<file path="src/rtl/scatter_pkg.sv">
package scatter_pkg;
  localparam int MAXW = 64;
  typedef logic [MAXW-1:0] wide_t;

  typedef enum logic {W_IDLE = 1'b0, W_RUN = 1'b1} walk_state_e;

  // block size in bytes from its log2 field
  function automatic wide_t pow2(input logic [5:0] lg);
    return wide_t'(1) << lg;
  endfunction

  // true when v is a whole number of blocks
  function automatic logic is_multiple(input wide_t v, input logic [5:0] lg);
    return (v & (pow2(lg) - wide_t'(1))) == '0;
  endfunction

  // number of whole blocks in v bytes (division by shift)
  function automatic wide_t units(input wide_t v, input logic [5:0] lg);
    return v >> lg;
  endfunction

  // destination of the first block of a packet at byte offset ofs
  function automatic wide_t first_dst(input wide_t base, input wide_t ofs,
                                      input logic [5:0] lg, input wide_t stride);
    return base + units(ofs, lg) * stride;
  endfunction
endpackage

</file>
<file path="src/rtl/scatter_setup.sv">
module scatter_setup #(
  parameter int ADDR_W = 32,
  parameter int LEN_W  = 16,
  parameter int OFS_W  = 32,
  parameter int LOG2_W = 4
) (
  input  logic [LEN_W-1:0]  pkt_len,
  input  logic [OFS_W-1:0]  pkt_ofs,
  input  logic [LOG2_W-1:0] cfg_blk_log2,
  input  logic [ADDR_W-1:0] cfg_stride,
  input  logic [ADDR_W-1:0] host_base,
  output logic              aligned,
  output logic              empty,
  output logic [LEN_W-1:0]  blk_count,
  output logic [LEN_W-1:0]  blk_bytes,
  output logic [ADDR_W-1:0] start_dst
);
  import scatter_pkg::*;

  logic [5:0] lg;
  wide_t      w_len;
  wide_t      w_ofs;

  always_comb begin
    lg        = 6'(cfg_blk_log2);
    w_len     = wide_t'(pkt_len);
    w_ofs     = wide_t'(pkt_ofs);
    aligned   = is_multiple(w_len, lg) && is_multiple(w_ofs, lg);
    empty     = (pkt_len == '0);
    blk_count = LEN_W'(units(w_len, lg));
    blk_bytes = LEN_W'(pow2(lg));
    start_dst = ADDR_W'(first_dst(wide_t'(host_base), w_ofs, lg, wide_t'(cfg_stride)));
  end
endmodule

</file>
<file path="src/rtl/scatter_walker.sv">
module scatter_walker #(
  parameter int ADDR_W = 32,
  parameter int LEN_W  = 16
) (
  input  logic              clk,
  input  logic              rst_n,
  input  logic              load,
  input  logic              zero_ok,
  input  logic              bad,
  input  logic [ADDR_W-1:0] ld_src,
  input  logic [ADDR_W-1:0] ld_dst,
  input  logic [LEN_W-1:0]  ld_cnt,
  input  logic [LEN_W-1:0]  ld_bs,
  input  logic [ADDR_W-1:0] ld_stride,
  input  logic              cmd_ready,
  output logic              busy,
  output logic [ADDR_W-1:0] cmd_src,
  output logic [ADDR_W-1:0] cmd_dst,
  output logic [LEN_W-1:0]  cmd_len,
  output logic              step,
  output logic              last,
  output logic [ADDR_W-1:0] stride_o,
  output logic              done,
  output logic              err
);
  import scatter_pkg::*;

  walk_state_e       state_q;
  logic [ADDR_W-1:0] src_q, dst_q, stride_q;
  logic [LEN_W-1:0]  rem_q, bs_q;
  logic              done_q, err_q;

  assign busy     = (state_q == W_RUN);
  assign step     = busy && cmd_ready;
  assign last     = (rem_q == LEN_W'(1));
  assign cmd_src  = src_q;
  assign cmd_dst  = dst_q;
  assign cmd_len  = bs_q;
  assign stride_o = stride_q;
  assign done     = done_q;
  assign err      = err_q;

  always_ff @(posedge clk) begin
    if (!rst_n) begin
      state_q  <= W_IDLE;
      src_q    <= '0;
      dst_q    <= '0;
      stride_q <= '0;
      rem_q    <= '0;
      bs_q     <= '0;
      done_q   <= 1'b0;
      err_q    <= 1'b0;
    end else begin
      done_q <= zero_ok || (step && last);
      err_q  <= bad;
      unique case (state_q)
        W_IDLE: begin
          if (load) begin
            state_q  <= W_RUN;
            src_q    <= ld_src;
            dst_q    <= ld_dst;
            stride_q <= ld_stride;
            rem_q    <= ld_cnt;
            bs_q     <= ld_bs;
          end
        end
        W_RUN: begin
          if (step) begin
            src_q <= src_q + ADDR_W'(bs_q);
            dst_q <= dst_q + stride_q;
            rem_q <= rem_q - LEN_W'(1);
            if (last) state_q <= W_IDLE;
          end
        end
        default: state_q <= W_IDLE;
      endcase
    end
  end
endmodule

</file>
<file path="src/rtl/scatter_agen.sv">
module scatter_agen #(
  parameter int ADDR_W = 32,
  parameter int LEN_W  = 16,
  parameter int OFS_W  = 32,
  parameter int LOG2_W = 4
) (
  input  logic              clk,
  input  logic              rst_n,
  input  logic              pkt_valid,
  output logic              pkt_ready,
  input  logic [ADDR_W-1:0] pkt_src,
  input  logic [LEN_W-1:0]  pkt_len,
  input  logic [OFS_W-1:0]  pkt_ofs,
  input  logic [LOG2_W-1:0] cfg_blk_log2,
  input  logic [ADDR_W-1:0] cfg_stride,
  input  logic [ADDR_W-1:0] host_base,
  output logic              cmd_valid,
  input  logic              cmd_ready,
  output logic [ADDR_W-1:0] cmd_src,
  output logic [ADDR_W-1:0] cmd_dst,
  output logic [LEN_W-1:0]  cmd_len,
  output logic              done,
  output logic              err
);
  logic              accept, aligned, empty;
  logic              load, zero_ok, bad;
  logic              busy, walk_step, walk_last;
  logic [LEN_W-1:0]  blk_count, blk_bytes;
  logic [ADDR_W-1:0] start_dst, walk_stride;

  assign pkt_ready = !busy;
  assign cmd_valid = busy;
  assign accept    = pkt_valid && pkt_ready;
  assign load      = accept && aligned && !empty;
  assign zero_ok   = accept && aligned && empty;
  assign bad       = accept && !aligned;

  scatter_setup #(.ADDR_W(ADDR_W), .LEN_W(LEN_W), .OFS_W(OFS_W), .LOG2_W(LOG2_W)) u_setup (
    .pkt_len      (pkt_len),
    .pkt_ofs      (pkt_ofs),
    .cfg_blk_log2 (cfg_blk_log2),
    .cfg_stride   (cfg_stride),
    .host_base    (host_base),
    .aligned      (aligned),
    .empty        (empty),
    .blk_count    (blk_count),
    .blk_bytes    (blk_bytes),
    .start_dst    (start_dst)
  );

  scatter_walker #(.ADDR_W(ADDR_W), .LEN_W(LEN_W)) u_walker (
    .clk       (clk),
    .rst_n     (rst_n),
    .load      (load),
    .zero_ok   (zero_ok),
    .bad       (bad),
    .ld_src    (pkt_src),
    .ld_dst    (start_dst),
    .ld_cnt    (blk_count),
    .ld_bs     (blk_bytes),
    .ld_stride (cfg_stride),
    .cmd_ready (cmd_ready),
    .busy      (busy),
    .cmd_src   (cmd_src),
    .cmd_dst   (cmd_dst),
    .cmd_len   (cmd_len),
    .step      (walk_step),
    .last      (walk_last),
    .stride_o  (walk_stride),
    .done      (done),
    .err       (err)
  );
endmodule

</file>
<file path="config.mk">
export PLATFORM = sky130hd
export DESIGN_NAME = scatter_agen
export DESIGN_NICKNAME = d
export VERILOG_FILES = /design/src/rtl/scatter_pkg.sv /design/src/rtl/scatter_setup.sv /design/src/rtl/scatter_walker.sv /design/src/rtl/scatter_agen.sv
export SDC_FILE = /design/constraint.sdc
export NUM_CORES = 2
export LEC_CHECK = 0
export ABC_AREA = 1
export ABC_CLOCK_PERIOD_IN_PS = 25500
export CAP_MARGIN = 5
export CORE_ASPECT_RATIO = 0.9
export CORE_MARGIN = 3
export CORE_UTILIZATION = 65
export DETAILED_ROUTE_END_ITERATION = 6
export GPL_TIMING_DRIVEN = 1
export HOLD_SLACK_MARGIN = 0.06
export PLACE_DENSITY = 0.85
export SKIP_CTS_REPAIR_TIMING = 1
export SYNTH_ARGS = -nofsm -noshare
export SYNTH_HDL_FRONTEND = slang
export SYNTH_HIERARCHICAL = 1
export SYNTH_SLANG_ARGS = --single-unit
</file>
<file path="constraint.sdc">
create_clock -name clk -period 25.5 [get_ports clk]
set_clock_uncertainty 0.2 [all_clocks]
set_input_delay 5.1 -clock clk [delete_from_list [all_inputs] [get_ports clk]]
set_output_delay 5.1 -clock clk [all_outputs]
set_load 0.05 [all_outputs]
</file>
Word level (Yosys, flattened, before mapping)
Index checks and enable logic that the tools add are counted.

Reduce and logical (&&, ||, !) cells: 17. Multiplexer cells: 13. Shifts and indexed selects: 3. Magnitude comparators: 0. Equality and inequality tests: 3. Add/sub/neg operators: 5. Bitwise operators: 3. $mul: 1. Div/mod/pow operators: 0.

Operators by type and width (number): 64-bit logical NOT (2); 32-bit two-way mux (4); 32-bit one-hot mux with 2 select lines (2); 32-bit adder (2); 16-bit by 64-bit AND with 64-bit output (1); 32-bit by 64-bit AND with 64-bit output (1); 64-bit by 32-bit multiplier with 32-bit output (1); 1-bit by 4-bit left shift with 64-bit output (first input constant) (1); 32-bit by 4-bit >> shifter with 64-bit output (1); 64-bit by 1-bit subtractor with 64-bit output (second input constant) (1); 32-bit by 16-bit adder with 32-bit output (1); 16-bit two-way mux (2); 16-bit one-hot mux with 2 select lines (1); 16-bit by 1-bit equality test with 1-bit output (second input constant) (1); 16-bit logical NOT (1); 16-bit by 4-bit >> shifter with 16-bit output (1); 16-bit by 1-bit subtractor with 16-bit output (second input constant) (1); 1-bit logical AND (8); 2-bit AND reduction (2); 1-bit logical NOT (3); 1-bit two-way mux (3); 2-bit by 1-bit != test with 1-bit output (second input constant) (1); 2-bit != test (second input constant) (1); 1-bit one-hot mux with 2 select lines (1); other kinds (2) (2).

Memory bits (read-only): 0. Output and inout bits: 84. Latch bits: 0. Memories: 0. RAM bits: 0. Flip-flop bits (word level): 131. Logic and storage cells: 53.

Longest topological paths before layout
Depth in word-level cells: 9. Mapped depth: 47. Mapped depth without buffers: 43.

Cells and area by module
Netlist, hierarchy kept.

Modules (own cells, without submodules): scatter_setup (area each 19212.2 µm², instances 1, seq. area each 0.0 µm², cells an instance 2643); scatter_walker (area each 9512.9 µm², instances 1, seq. area each 2622.5 µm², cells an instance 1604); scatter_agen (area each 32.5 µm², instances 1, seq. area each 0.0 µm², cells an instance 7).

Least setup slack after synthesis
OpenSTA, ideal clock, no wires.

Path kind: input to register. Start: input cfg_blk_log2[0]. End: register u_walker.dst_q[29], in the netlist u_walker/cmd_dst[29]. Library setup time: 0.070 ns. Required time: 25.230 ns. Stages on the path: 46. Arrival: 12.633 ns. Slack: 12.597 ns. Path buffers: 4. Cell sequence: buf_6 > inv_8 > buf_8 > nand2_1 > nand3_1 > nand3_1 > nand2_1 > nand2_1 > nand2_1 > buf_2 > clkinv_1 > clkbuf_1 > nor2_1 > fa_1 > inv_1 > fa_1 > inv_1 > fa_1 > (+10 left out) > inv_1 > ha_1 > nand2_1 > inv_1 > nand3_1 > nor3_1 > nand4_1 > nand3_1 > nand3_1 > nand2_1 > a31oi_1 > o21ai_0 > a21oi_1 > xnor2_1 > nor2_1 > nor2_1 > nand2_1 > a21oi_1.

RTL lines: start: declaration (RTL line scatter_agen.sv:14) `input logic [LOG2_W-1:0] cfg_blk_log2,`; 32-bit by 4-bit >> shifter with 64-bit output (RTL line scatter_pkg.sv:19) `return v >> lg;`; 64-bit by 32-bit multiplier with 32-bit output (RTL line scatter_pkg.sv:25) `return base + units(ofs, lg) * stride;`; 32-bit adder (RTL line scatter_pkg.sv:25); named net start_dst[29] (RTL line scatter_agen.sv:29) `logic [ADDR_W-1:0] start_dst, walk_stride;`; 32-bit two-way mux (RTL line scatter_walker.sv:58) `if (load) begin`; 32-bit one-hot mux with 2 select lines (RTL line scatter_walker.sv:56) `unique case (state_q)`; end signal: assignment (RTL line scatter_walker.sv:61) `dst_q <= ld_dst;`; end signal: assignment (RTL line scatter_walker.sv:70) `dst_q <= dst_q + stride_q;`; end: declaration (RTL line scatter_walker.sv:29) `logic [ADDR_W-1:0] src_q, dst_q, stride_q;`.

The timed path passes the listed nets, and every way through them passes these cells. The select of a mux whose other input is x is not followed. A chain may end at the register's enable or synchronous reset.

Worst setup path after layout
Start: input cfg_blk_log2[3]. End: register u_walker.dst_q[29], in the netlist u_walker/cmd_dst[29].

Same word-level chain as after synthesis.

==> impl_metrics.toml <==
[sta]
drv_slew = 0
period_minus_slack_ps = 14700
setup_viol = 0
fmax_ghz = 0.0680
hold_violations = 0
rsz0062_at_grt = "false"
tns_ps = 0
worstMarginPinSlew_ps = 1150
slew_headroom_pct = 23.0
fin_crit_sh_pct = 57.6

[detailed_routing]
drcViolationCount = 10
drt_iter0_markers = 3830
ant_nets = 0
routedWlPerCell_um = 20.9
wl_mm = 104
vias = 29275
via_per_inst = 5.88
drtPass1Iterations = 7

[global_route]
grt_start_max_net_pins = 90
grt_pass1_vias = 28529
grt.overflow.total = 0
antenna_found_initial = 4
grt_pass1_wl_mm = 161
grt_util_all_layers_pct = 45.3

[floorplanning]
start_util_pct = 66.3
die_h_um = 205
coreArea_um2 = 43300
io_pins = 236
die_x_um = 228
dieArea_um2 = 46800
std_cell_rows = 72

[critical_path]
crit_slowest_cell = "clkinv_1"
critPathBufInv = 9
path_max_fanout = 37
crit_path_end_kind = "flip-flop"
worstSetupPathType = "in2reg"
r2r-end = "u_walker/cmd_dst[8]$_SDFFE_PN0P_"
cpLargestDelayFamily = "adder cells"
arrival_ps = 14870
max_stage_delay_ps = 690
cp.required_ps = 25670
crit_start = "cfg_blk_log2[3]"
timing.rr.start = "u_walker/busy$_SDFF_PN0_"
cpMostUsedCell = "fa_1"
startpoint_type = "input pin"
r2r_slack_ps = 21210
reg2reg_depth = 9

[cts]
cts.sink_count = 131
cts-root-buf = "clkbuf_16"
path_clk_slew_ps = 60
cts_buffers = 17
clk_path_buf_depth = 2
cts_tree = "yes"
clock_latency_ps = 450
htree_levels = 4

[final_layout]
seq_area_um2 = 2620
nets = 5141
area_growth_pct = 10.9
postLayoutCoreUtil_pct = 73.5
drive_gt1_share_pct = 3.24
fill_cells = 3592
stdcell_count = 4980
multi_input_area_um2 = 22000

[hold_path]
hold_class = "reg2reg"
worstHoldStart = "u_walker/cmd_dst[23]$_SDFFE_PN0P_"
worstHoldPathCells = 2
min_to = "u_walker/cmd_dst[23]$_SDFFE_PN0P_"

[place]
place_congestion = 1.08
port_buffers = 235
dp_cells = 4947
dp_hpwl_mm = 83.2

[synthesis]
ys_warn_count = 6
syn_area_per_cell_um2 = 6.76
syn_inst = 4251
syn_area_um2 = 28700
synth_fp_nets = 5018

[outcome]
violations = "DRC"
outcome = "finished, violations left"

[job]
max_cap_viol_count = 0
## state kept, by name (all words and copies together) (netlist names)
signal             cells
u_walker/done          1
u_walker/cmd_dst      32
u_walker/busy          1
u_walker/stride_o     32
u_walker/rem_q        16
u_walker/cmd_len      16
u_walker/err           1
u_walker/cmd_src      32
## stage by stage
step                      area, µm²  hold WS [ps]  setup WS (ps)
after CTS                     31900           292          11030
after detailed placement      31300           280          10550
after floorplan               28700           264          12600
final                         31900           295          10800
after global routing          31900           313          10300
after global placement        31300           275          10830
## cells in the final DEF, fill, tap and decap left out, drive strengths merged, types with 16 or more instances in the layout
master and instances:
a21oi 150, buf 29, clkbuf 17, clkdlybuf4s50 232
clkinv 16, dfxtp 131, fa 440, ha 175
inv 878, nand2 1019, nand3 298, nand4 26
nor2 614, nor3 26, o21ai 176, o22ai 21
xnor2 29, xor2 36
## area by class of cell
cell class	instances	share of cell area (%)
diodes	1	0.00785
clock buffers	17	1.34
repair buffers	261	7.95
inverters	881	10.4
clock inverters	15	0.569
flip-flops and latches	131	8.23
multi-input cells	3082	69.2
well taps	592	2.32
## worst reg2reg max path: stages (launching register included)
cell and delay, ps:
dfxtp_2 310, buf_4 650, nand2_2 430, inv_4 700
nor2_4 80, buf_4 360, inv_2 560, buf_4 510
o221ai_1 250, a21oi_1 160
## worst max-delay path by stage
| stage | endpoint | cells past startpoint |
|---|---|---|
| after floorplan | u_walker/cmd_dst[29]$_SDFFE_PN0P_ | 46 |
| after global placement | u_walker/cmd_dst[29]$_SDFFE_PN0P_ | 38 |
| after detailed placement | u_walker/cmd_dst[29]$_SDFFE_PN0P_ | 38 |
| after CTS | u_walker/cmd_dst[29]$_SDFFE_PN0P_ | 38 |
| after global routing | u_walker/cmd_dst[29]$_SDFFE_PN0P_ | 43 |
| final | u_walker/cmd_dst[29]$_SDFFE_PN0P_ | 38 |
## routing by layer
metal  vias to the layer above  GRT usage, %  part of all wire [%]
li1                      13107             -                     -
met1                     13761          59.5                    37
met2                      2025          65.5                    41
met3                       376          15.1                    14
met4                         6          26.0                   7.1
met5                         -             0                 0.037
Power is left out: the tool's default activity adds up to more than one toggle a clock period on the data nets, which glitch-free logic cannot reach.
